--- src/rtl/e1_cas_pkg.sv ---
package e1_cas_pkg;
  localparam int unsigned NUM_TS    = 32;
  localparam int unsigned TS_W      = $clog2(NUM_TS);
  localparam int unsigned NUM_FRM   = 16;
  localparam int unsigned FRM_W     = $clog2(NUM_FRM);
  localparam int unsigned BYTE_W    = 8;
  localparam int unsigned NIB_W     = 4;
  localparam int unsigned ADDR_W    = 8;
  localparam int unsigned REG_W     = 16;
  localparam int unsigned SIG_TS    = 16;
  localparam logic [ADDR_W-1:0] SIG_BASE = 8'h70;
  localparam logic [ADDR_W-1:0] SIG_LO   = 8'h71;
  localparam logic [ADDR_W-1:0] SIG_HI   = 8'h8F;
  localparam logic [ADDR_W-1:0] CTL_BASE = 8'h90;
  localparam logic [ADDR_W-1:0] CTL_HI   = 8'hAF;
  localparam int unsigned INV_BIT  = 9;
  localparam int unsigned FRZ_BIT  = 8;
  localparam logic [BYTE_W-1:0] ALT_MASK = 8'h55;
endpackage

--- src/rtl/e1_cas_sig_store.sv ---
module e1_cas_sig_store
  import e1_cas_pkg::*;
(
  input  logic              clk_i,
  input  logic              rst_ni,
  input  logic              in_valid_i,
  input  logic [BYTE_W-1:0] in_data_i,
  input  logic [TS_W-1:0]   in_ts_i,
  input  logic [FRM_W-1:0]  in_frame_i,
  input  logic              sig_mode_i,
  input  logic [TS_W-1:0]   rd_idx_i,
  output logic [NIB_W-1:0]  rd_nib_o
);
  localparam int unsigned HALF = NUM_TS / 2;

  logic                      cap;
  logic [NIB_W-1:0]          sig_q [NUM_TS];
  logic [NUM_TS*NIB_W-1:0]   sig_flat;

  assign cap = in_valid_i && (in_ts_i == TS_W'(SIG_TS)) && !sig_mode_i
               && (in_frame_i != '0);

  for (genvar g = 0; g < NUM_TS; g++) begin : g_sig
    if (g == 0 || g == HALF) begin : g_none
      assign sig_q[g] = '0;
    end else if (g < HALF) begin : g_hi
      always_ff @(posedge clk_i or negedge rst_ni)
        if (!rst_ni) sig_q[g] <= '0;
        else if (cap && in_frame_i == FRM_W'(g)) sig_q[g] <= in_data_i[BYTE_W-1 -: NIB_W];
    end else begin : g_lo
      always_ff @(posedge clk_i or negedge rst_ni)
        if (!rst_ni) sig_q[g] <= '0;
        else if (cap && in_frame_i == FRM_W'(g - HALF)) sig_q[g] <= in_data_i[NIB_W-1:0];
    end
    assign sig_flat[g*NIB_W +: NIB_W] = sig_q[g];
  end

  assign rd_nib_o = sig_q[rd_idx_i];

  // no capture while signaling mode is off
  a_r3_mode_off_hold: assert property (@(posedge clk_i) disable iff (!rst_ni)
    sig_mode_i |=> $stable(sig_flat));
  // frame 0 and non-signaling timeslots never write
  a_r4_no_stray_update: assert property (@(posedge clk_i) disable iff (!rst_ni)
    (in_frame_i == '0 || in_ts_i != TS_W'(SIG_TS)) |=> $stable(sig_flat));
endmodule

--- src/rtl/e1_cas_ts_ctrl.sv ---
module e1_cas_ts_ctrl
  import e1_cas_pkg::*;
(
  input  logic              clk_i,
  input  logic              rst_ni,
  input  logic              we_i,
  input  logic [ADDR_W-1:0] addr_i,
  input  logic [REG_W-1:0]  wdata_i,
  output logic [NUM_TS-1:0] inv_o,
  output logic [NUM_TS-1:0] frz_o
);
  logic              hit;
  logic [ADDR_W-1:0] off;
  logic [TS_W-1:0]   idx;

  assign hit = (addr_i >= CTL_BASE) && (addr_i <= CTL_HI);
  assign off = addr_i - CTL_BASE;
  assign idx = off[TS_W-1:0];

  for (genvar g = 0; g < NUM_TS; g++) begin : g_ctl
    always_ff @(posedge clk_i or negedge rst_ni)
      if (!rst_ni) begin
        inv_o[g] <= 1'b0;
        frz_o[g] <= 1'b0;
      end else if (we_i && hit && idx == TS_W'(g)) begin
        inv_o[g] <= wdata_i[INV_BIT];
        frz_o[g] <= wdata_i[FRZ_BIT];
      end
  end

  // a write outside the control window leaves all controls alone
  a_r7_ctl_window: assert property (@(posedge clk_i) disable iff (!rst_ni)
    (we_i && !hit) |=> ($stable(inv_o) && $stable(frz_o)));
endmodule

--- src/rtl/e1_cas_dpath.sv ---
module e1_cas_dpath
  import e1_cas_pkg::*;
(
  input  logic              clk_i,
  input  logic              rst_ni,
  input  logic              in_valid_i,
  input  logic [BYTE_W-1:0] in_data_i,
  input  logic [TS_W-1:0]   in_ts_i,
  input  logic [NUM_TS-1:0] inv_i,
  input  logic [NUM_TS-1:0] frz_i,
  output logic              out_valid_o,
  output logic [BYTE_W-1:0] out_data_o,
  output logic [TS_W-1:0]   out_ts_o
);
  logic [NUM_TS-1:0][BYTE_W-1:0] hold_q;
  logic [BYTE_W-1:0]             mixed;
  logic [BYTE_W-1:0]             nxt;

  assign mixed = in_data_i ^ (inv_i[in_ts_i] ? ALT_MASK : '0);
  assign nxt   = frz_i[in_ts_i] ? hold_q[in_ts_i] : mixed;

  always_ff @(posedge clk_i or negedge rst_ni)
    if (!rst_ni) begin
      out_valid_o <= 1'b0;
      out_data_o  <= '0;
      out_ts_o    <= '0;
      hold_q      <= '0;
    end else begin
      out_valid_o <= in_valid_i;
      if (in_valid_i) begin
        out_data_o       <= nxt;
        out_ts_o         <= in_ts_i;
        hold_q[in_ts_i]  <= nxt;
      end
    end

  // inverted timeslots differ from input in exactly the alternate bits
  a_r9_alt_invert: assert property (@(posedge clk_i) disable iff (!rst_ni)
    (in_valid_i && inv_i[in_ts_i] && !frz_i[in_ts_i])
      |=> ((out_data_o ^ $past(in_data_i)) == ALT_MASK));
  // clear controls pass data unchanged
  a_r8_passthru: assert property (@(posedge clk_i) disable iff (!rst_ni)
    (in_valid_i && !inv_i[in_ts_i] && !frz_i[in_ts_i])
      |=> (out_data_o == $past(in_data_i)));
endmodule

--- src/rtl/e1_cas_rx.sv ---
module e1_cas_rx
  import e1_cas_pkg::*;
(
  input  logic              clk_i,
  input  logic              rst_ni,
  input  logic              in_valid_i,
  input  logic [7:0]        in_data_i,
  input  logic [4:0]        in_ts_i,
  input  logic [3:0]        in_frame_i,
  input  logic              sig_mode_i,
  input  logic [7:0]        reg_addr_i,
  input  logic              reg_we_i,
  input  logic [15:0]       reg_wdata_i,
  output logic [15:0]       reg_rdata_o,
  output logic              out_valid_o,
  output logic [7:0]        out_data_o,
  output logic [4:0]        out_ts_o
);
  logic [NUM_TS-1:0] inv, frz;
  logic [TS_W-1:0]   sig_idx, ctl_idx;
  logic [ADDR_W-1:0] sig_off, ctl_off;
  logic [NIB_W-1:0]  rd_nib;
  logic              sig_hit, ctl_hit;
  logic [REG_W-1:0]  rd_nxt;

  assign sig_hit = (reg_addr_i >= SIG_LO) && (reg_addr_i <= SIG_HI);
  assign ctl_hit = (reg_addr_i >= CTL_BASE) && (reg_addr_i <= CTL_HI);
  assign sig_off = reg_addr_i - SIG_BASE;
  assign ctl_off = reg_addr_i - CTL_BASE;
  assign sig_idx = sig_off[TS_W-1:0];
  assign ctl_idx = ctl_off[TS_W-1:0];

  e1_cas_sig_store u_store (
    .clk_i, .rst_ni, .in_valid_i, .in_data_i, .in_ts_i, .in_frame_i,
    .sig_mode_i, .rd_idx_i(sig_idx), .rd_nib_o(rd_nib)
  );

  e1_cas_ts_ctrl u_ctrl (
    .clk_i, .rst_ni, .we_i(reg_we_i), .addr_i(reg_addr_i),
    .wdata_i(reg_wdata_i), .inv_o(inv), .frz_o(frz)
  );

  e1_cas_dpath u_dpath (
    .clk_i, .rst_ni, .in_valid_i, .in_data_i, .in_ts_i,
    .inv_i(inv), .frz_i(frz), .out_valid_o, .out_data_o, .out_ts_o
  );

  always_comb begin
    rd_nxt = '0;
    if (sig_hit) rd_nxt[NIB_W-1:0] = rd_nib;
    else if (ctl_hit) begin
      rd_nxt[INV_BIT] = inv[ctl_idx];
      rd_nxt[FRZ_BIT] = frz[ctl_idx];
    end
  end

  always_ff @(posedge clk_i or negedge rst_ni)
    if (!rst_ni) reg_rdata_o <= '0;
    else         reg_rdata_o <= rd_nxt;

  // every accepted byte leaves one cycle later with its timeslot tag
  a_r8_out_follows: assert property (@(posedge clk_i) disable iff (!rst_ni)
    in_valid_i |=> (out_valid_o && out_ts_o == $past(in_ts_i)));
  // signaling reads carry only a nibble
  a_r5_sig_upper_zero: assert property (@(posedge clk_i) disable iff (!rst_ni)
    sig_hit |=> (reg_rdata_o[15:4] == '0));
  // control reads carry only the two control bits
  a_r7_ctl_unused_zero: assert property (@(posedge clk_i) disable iff (!rst_ni)
    ctl_hit |=> (reg_rdata_o[15:10] == '0 && reg_rdata_o[7:0] == '0));
endmodule

--- config.mk ---
export PLATFORM = sky130hd
export DESIGN_NAME = e1_cas_rx
export DESIGN_NICKNAME = d
export VERILOG_FILES = /design/src/rtl/e1_cas_pkg.sv /design/src/rtl/e1_cas_sig_store.sv /design/src/rtl/e1_cas_ts_ctrl.sv /design/src/rtl/e1_cas_dpath.sv /design/src/rtl/e1_cas_rx.sv
export SDC_FILE = /design/constraint.sdc
export NUM_CORES = 1
export LEC_CHECK = 0
export BUFFER_PORTS_ARGS = -buffer_cell sky130_fd_sc_hd__buf_2
export CAP_MARGIN = 20
export CORE_MARGIN = 3
export CORE_UTILIZATION = 45
export CTS_CLUSTER_DIAMETER = 40
export DETAILED_ROUTE_END_ITERATION = 16
export SLEW_MARGIN = 10
export SYNTH_ARGS = -nofsm -noshare
export SYNTH_HDL_FRONTEND = slang
export SYNTH_SLANG_ARGS = --single-unit
--- constraint.sdc ---
create_clock -name clk_i -period 3.01 [get_ports clk_i]
set_input_delay 0.301 -clock clk_i [delete_from_list [all_inputs] [get_ports clk_i]]
set_output_delay 0.301 -clock clk_i [all_outputs]
set_load 0.05 [all_outputs]
==> metrics.md, run 1 <==
| Metric | Value |
|---|---|
| Outcome | `completed` |
| CP max FO | `33` |
| Clock Tree Root | `clkbuf_16` |
| Synth top area share | `51.1%` |
| Element type at the critical path end | `register` |
| Total negative slack | `0 ns` |
| Synth cell types | `49` |
| CTS max path bufs | `3` |
| CTS Sinks | `460` |
| # rows | `81` |
| Final period utilization | `90.9%` |
| Placed wire-length estimate | `41,300 um` |
| CORE AREA | `49,200 um2` |
| Leakage dissipation | `12.3 nW` |
| H-tree depth | `3` |
| Height of the die | `230 um` |
| Synth warn | `0` |
| CTS tree | `built` |
| Crit path launch type | `register` |
| Slew headroom | `40.9%` |
| Routability cong. | `0.921` |
| Nets | `2,018` |
| Endpoints failing hold | `0` |
| Routed Antenna Nets | `0` |
| Drt pass-1 iters | `6` |
| I/O Buffers | `51` |
| Leading cell types by total area after synthesis | `dfrtp_1 51%, mux2_2 17%, mux2i_1 7.3%` |
| Routed len/inst | `23.2 um` |
| Vias in the first global route | `16,000` |
| Synthesized instance count | `1,857` |
| CP arrival | `3.20 ns` |
| Grt total ovfl | `0` |
| Final Max Slew Viols | `0` |
| Min Tclk post-route | `2.74 ns` |
| Final Setup Violations | `0` |
| Mapped Area | `22,500 um2` |
| Die Area | `52,700 um2` |
| Max Fclk | `0.365 GHz` |
| Syn Area/Cell | `12.1 um2` |
| Skew-Pair Late Insertion Delay | `0.60 ns` |
| Cell taking the most area after synthesis | `dfrtp_1` |
| Post_cts resized | `0` |
| Final wirelength | `62,600 um` |
| DRC Markers | `0` |
| Top FF cell, synth | `dfrtp_1` |
| Register clock-pin slew on the reported worst setup and hold paths | `0.05 ns` |
| Die X | `230 um` |
| HP Class | `primary input to register` |
| First-pass GRT wire length | `97,400 um` |
| Asr flop ratio synth | `100%` |
| Share of cells above drive strength 1 | `35.3%` |
| I/O pins | `76` |
| Sequential fraction of the synthesis area | `51.1%` |
| VDD IR max | `440 uV` |
| Final core utilization | `54.1%` |
| Total number of vias | `15,700` |
| #FFs+latches synth | `460` |
| Worst Tran Pin Value | `0.887 ns` |
| Largest net degree at the start of global routing | `93` |
| WP data required | `3.47 ns` |
| Total global-route track usage | `23.8%` |
| CTS Buf Count | `73` |
| Initial core utilization | `45.8%` |
| Pwr dens | `689 nW/um2` |
| Max Cap Viol | `0` |
| CP Class | `register to register` |
| Drt first-iter violations | `1,383` |
| Initial antenna violation count | `4` |
| Area delta synth->final | `18.1%` |
| RSZ-0062 raised after global routing | `no` |
| Via density | `5.82` |
| Number of synthesized flops with an enable pin | `0` |
| Clock Skew | `0.0251 ns` |
| Filler cells | `4,114` |
[cell usage after synthesis, types with 2 or more instances]
cell type,instances
nor4_2,3
buf_1,9
inv_1,38
o21ai_1,85
o21ai_0,67
a211o_1,4
a22o_1,7
o22ai_1,117
nor4_1,10
or4bb_1,2
or4b_2,4
clkbuf_2,6
nor2b_1,12
nor2_2,5
nand4b_1,3
buf_8,4
nor3_1,8
a21oi_1,4
or3_1,6
buf_6,19
mux2i_1,164
mux2_2,332
nand4bb_1,4
nand2b_1,5
nor2_1,55
dfrtp_1,460
mux4_2,52
and3_1,4
nand2_2,5
or4_1,11
nand2_1,198
a22oi_1,2
nand3_1,24
nor4b_4,2
clkbuf_1,71
nand3_2,2
buf_2,26
or2_2,2
buf_4,15
[cell type report]
class	count	area, um2	share of cell area [%]
inverters	38	143	0.536
clock inverters	43	477	1.79
clock buffers	90	2040	7.65
multi-input cells	1218	10100	37.9
flip-flops and latches	460	11500	43.3
repair buffers	181	1510	5.68
diodes	1	2.50	0.00941
well taps	664	831	3.12
[worst max-delay path, cell delays in order (launching register included)]
cell and delay (ns):
dfrtp_1 0.39, mux2i_1 0.18, buf_4 0.16, o22ai_1 0.09, nor4_2 0.70, nand2_2 0.25, mux2_2 0.35, buf_12 0.18
mux2_2 0.29
[state kept, by name, summed over array words and instances (netlist names)]
signal / cells
u_dpath.out_data_o: 8
u_ctrl.inv_o: 32
u_dpath.hold_q: 256
u_dpath.out_valid_o: 1
u_dpath.out_ts_o: 5
u_store.sig_flat: 120
reg_rdata_o: 6
u_ctrl.frz_o: 32
[logic make-up after synthesis]
kind of cell           synth area share (%)
buffers and inverters                  4.40
and+or+nand+nor                        8.09
other                                0.0167
AOI/OAI and AO/OA                      7.25
DFF                                    51.1
muxes                                  29.1
[placed cells by master (no fill, tap or decap), types with 8 or more instances in the layout]
cell | Yosys | layout
mux2_2 | 332 | 332
buf_12 | 0 | 20
conb_1 | 1 | 10
o21ai_0 | 67 | 67
nor4_1 | 10 | 10
o21ai_1 | 85 | 85
nor3_1 | 8 | 8
nand2_1 | 198 | 198
buf_2 | 26 | 48
buf_4 | 15 | 108
dfrtp_1 | 460 | 460
inv_6 | 0 | 8
mux4_2 | 52 | 52
mux2i_1 | 164 | 164
clkinvlp_4 | 0 | 12
nor2_1 | 55 | 55
inv_1 | 38 | 38
o22ai_1 | 117 | 117
nor2b_1 | 12 | 12
clkinv_2 | 0 | 9
clkbuf_16 | 0 | 77
or4_1 | 11 | 11
nand3_1 | 24 | 24
[repair_timing]
item                      in CTS  in global routing
hold endpoints to repair      75                  0
buffers inserted               0                  0
hold buffers                   3                  0
[final timing paths]
path / startpoint / end / slack (ns) / depth (start not counted)
setup / recovery: u_ctrl.frz_o[21] / u_dpath.hold_q[23] / 0.27 / 8
max in group asynchronous: rst_ni / u_store.sig_flat[126] / 1.72 / 3
min in group asynchronous: rst_ni / u_dpath.out_data_o[6] / 0.28 / 2
hold reg to reg: u_dpath.hold_q[94] / u_dpath.hold_q[94] / 0.48 / 2
hold / removal: reg_addr_i[6] / reg_rdata_o[9] / 0.05 / 3
setup reg to reg: u_ctrl.frz_o[21] / u_dpath.hold_q[23] / 0.27 / 8
[report_power, final]
| part | switching, W | internal, W | total [W] |
|---|---|---|---|
| logic | 0.00134 | 0.00103 | 0.00237 |
| registers | 0.000413 | 0.00700 | 0.00741 |
| clock network | 0.00310 | 0.00545 | 0.00855 |
| total | 0.00485 | 0.0135 | 0.0183 |
[stage by stage]
| step | hold slack, ns | total power, W | cell area [um2] | setup slack [ns] | std cells |
|---|---|---|---|---|---|
| after floorplan | 0.00541 | 0.00895 | 22500 | 0.166 | 1866 |
| after global placement | 0.344 | 0.00975 | 24000 | -0.123 | 2558 |
| after detailed placement | 0.359 | 0.00986 | 24000 | -0.150 | 2558 |
| after CTS | 0.0206 | 0.0185 | 26600 | 0.263 | 2694 |
| after global routing | 0.0711 | 0.0191 | 26600 | 0.183 | 2694 |
| final | 0.0549 | 0.0183 | 26600 | 0.273 | 2695 |
[per-layer routing]
layer	global-route usage, %	part of all wire (%)	up-vias
met5	0	0.054	-
met4	7.47	2.5	6
met3	5.05	7.3	118
met2	36.8	46	519
met1	33.9	44	8086
li1	-	-	6966
Power figures use the tool's default switching activity.
==> inputs of run 2 (changes only) <==
--- a/config.mk
+++ b/config.mk
@@ -11,6 +11,7 @@
 export CORE_UTILIZATION = 45
 export CTS_CLUSTER_DIAMETER = 40
 export DETAILED_ROUTE_END_ITERATION = 16
+export PLACE_DENSITY_LB_ADDON = 0.3
 export SLEW_MARGIN = 10
 export SYNTH_ARGS = -nofsm -noshare
 export SYNTH_HDL_FRONTEND = slang
==> metrics.md, run 2 (same netlist as run 1, synthesis figures left out) <==
| Metric | Value |
|---|---|
| Design Power | `0.0180 W (-1.8%)` |
| Drt first-iter violations | `1,346 (-2.7%)` |
| CTS Sinks | `460 (unchanged)` |
| Height of the die | `230 um (unchanged)` |
| Total number of vias | `15,500 (-1.2%)` |
| Final period utilization | `94.6% (+3.7 points)` |
| Final Setup Violations | `0 (unchanged)` |
| Final Max Slew Viols | `0 (unchanged)` |
| Worst Tran Pin Value | `0.838 ns (-0.0487 ns)` |
| Element type at the critical path end | `register` |
| Initial antenna violation count | `0 (-4)` |
| Die X | `230 um (unchanged)` |
| Max Cap Viol | `0 (unchanged)` |
| Total global-route track usage | `23.1% (-0.69 points)` |
| Met1 Usage GRT | `31.2% (-2.7 points)` |
| R2R Path Start | `u_ctrl.frz_o[23]` |
| Initial core utilization | `45.8% (unchanged)` |
| RR Endpoint | `u_dpath.hold_q[47]` |
| Number of antenna diodes | `0 (-1)` |
| Via density | `5.80 (-0.33%)` |
| Final core utilization | `53.6% (-0.47 points)` |
| CTS Buf Count | `72 (-1.4%)` |
| # rows | `81 (unchanged)` |
| I/O pins | `76 (unchanged)` |
| H-tree depth | `3 (unchanged)` |
| Total negative slack | `0 ns (unchanged)` |
| CP Class | `register to register` |
| Pre-CTS WS | `-0.128 ns (+0.0212 ns)` |
| CORE AREA | `49,200 um2 (unchanged)` |
| Hold Path Stages | `3 (unchanged)` |
| GRT met3 Usage | `4.47% (-0.58 points)` |
| First-pass GRT wire length | `94,900 um (-2.6%)` |
| Routed len/inst | `22.6 um (-2.6%)` |
| HP Class | `primary input to register` |
| Skew-Pair Late Insertion Delay | `0.60 ns (about the same)` |
| Reg with most FFs | `u_dpath.hold_q` |
| Cell count of the worst reg-to-reg path | `7 (-1)` |
| Max Fclk | `0.351 GHz (-3.9%)` |
| Commonest non-fill, non-tap cell in the layout | `dfrtp_1` |
| Post-route setup slack | `0.162 ns (-0.111 ns)` |
| I/O Buffers | `51 (unchanged)` |
| Nets | `1,996 (-1.1%)` |
| Register clock-pin slew on the reported worst setup and hold paths | `0.05 ns (about the same)` |
| GR Util met2 | `38.0% (+1.2 points)` |
| Grt total ovfl | `0 (unchanged)` |
| DRC Markers | `0 (unchanged)` |
| Routed Antenna Nets | `0 (unchanged)` |
| WP data required | `3.48 ns (about the same)` |
| Clock Tree Root | `clkbuf_16` |
| CTS max path bufs | `3 (unchanged)` |
| Largest net degree at the start of global routing | `82 (-12%)` |
| Hold wc startpoint | `reg_addr_i[7]` |
| Routability cong. | `0.871 (-5.4%)` |
| Final wirelength | `60,400 um (-3.4%)` |
| Drt pass-1 iters | `5 (-1)` |
| VDD IR max | `591 uV (+34%)` |
| Worst hold endpoint | `reg_rdata_o[9]` |
| Clock Skew | `0.0157 ns (-0.00939 ns)` |
| Max reg flops | `256 (unchanged)` |
| Register-to-register setup slack | `0.16 ns (-0.11 ns)` |
| Leakage dissipation | `12.2 nW (-0.85%)` |
| CTS tree | `built` |
| Min Tclk post-route | `2.85 ns (+0.111 ns)` |
| Endpoints failing hold | `0 (unchanged)` |
| CP max FO | `33 (unchanged)` |
| Share of cells above drive strength 1 | `34.6% (-0.76 points)` |
| Placed wire-length estimate | `40,200 um (-2.6%)` |
| RSZ-0062 raised after global routing | `no` |
| Slew headroom | `44.1% (+3.2 points)` |
| Outcome | `completed` |
| Register area | `11,500 um2 (unchanged)` |
| Filler cells | `4,143 (+0.70%)` |
| Vias in the first global route | `15,900 (-0.24%)` |
| Die Area | `52,700 um2 (unchanged)` |
| Crit path launch type | `register` |
| Pwr dens | `683 nW/um2 (-0.93%)` |
| Area delta synth->final | `17.1%` |
| GR peak layer | `met2` |
| Most frequent cells in the layout | `460 x dfrtp_1, 332 x mux2_2, 198 x nand2_1, 164 x mux2i_1, 117 x o22ai_1` |
| CP arrival | `3.32 ns (+0.12 ns)` |
| Multi-input gate area | `10,100 um2 (unchanged)` |
[run 2: cell count changes in the layout (fill, tap and decap cells not counted), sizes merged]
| cell | previous run | this run |
|---|---|---|
| dlygate4sd3 | 3 | 1 |
| buf | 178 | 159 |
| clkinvlp | 12 | 5 |
| clkbuf | 90 | 93 |
| clkinv | 16 | 13 |
| diode | 1 | 0 |
| inv | 46 | 53 |
| bufinv | 7 | 6 |
[run 2: critical path: stages (launching register included)]
cell	delay (ns)
dfrtp_1	0.39
mux2i_1	0.16
buf_4	0.15
o22ai_1	0.08
nor4_2	0.70
nand2_2	0.27
mux2_2	0.59
mux2_2	0.37
[run 2: per-layer routing]
metal | part of all wire (%) | vias to the layer above | routed length, um
met5 | 0 | - | 0
met3 | 5.6 | 111 | 3410
li1 | - | 6926 | -
met2 | 49 | 458 | 29400
met1 | 43 | 8014 | 26100
met4 | 2.5 | 0 | 1510
[run 2: what timing repair did]
action / 4_1_cts / 5_1_grt
setup buffers: 0 / 0
gates resized for setup: 0 / 0
hold endpoints to repair: 71 / 0
hold buffers: 1 / 0
[run 2: area by class of cell]
| cell class | count | area share, % |
|---|---|---|
| tap | 664 | 3.15 |
| sequential | 460 | 43.7 |
| clock buffer | 93 | 7.55 |
| clock inverter | 39 | 1.73 |
| multi-input combinational | 1218 | 38.2 |
| inverter | 38 | 0.541 |
| timing repair buffer | 160 | 5.12 |
[run 2: power by group]
part / switching, W / internal, W / total (W)
combinational: 0.00126 / 0.000995 / 0.00226
sequential: 0.000422 / 0.00700 / 0.00742
clock: 0.00307 / 0.00526 / 0.00833
total: 0.00475 / 0.0133 / 0.0180
[run 2: through the flow]
stage	hold WS [ns]	area (um2)	cells
5_1_grt	0.0297	26400	2672
6_report	0.0350	26400	2672
2_1_floorplan	0.00541	22500	1866
3_3_place_gp	0.340	23900	2539
4_1_cts	0.00224	26400	2672
3_5_place_dp	0.350	23900	2539
[run 2: how the worst max path moves through the flow]
stage,start,slack (ns),to,depth (start not counted)
after floorplan,in_ts_i[0],0.17,u_dpath.hold_q[176],14
after global placement,in_ts_i[0],-0.03,u_dpath.out_data_o[7],8
after detailed placement,in_ts_i[0],-0.13,u_dpath.hold_q[127],8
after CTS,u_ctrl.frz_o[23],0.20,u_dpath.hold_q[143],7
after global routing,u_ctrl.frz_o[23],0.05,u_dpath.out_data_o[7],7
final,u_ctrl.frz_o[23],0.16,u_dpath.hold_q[47],7
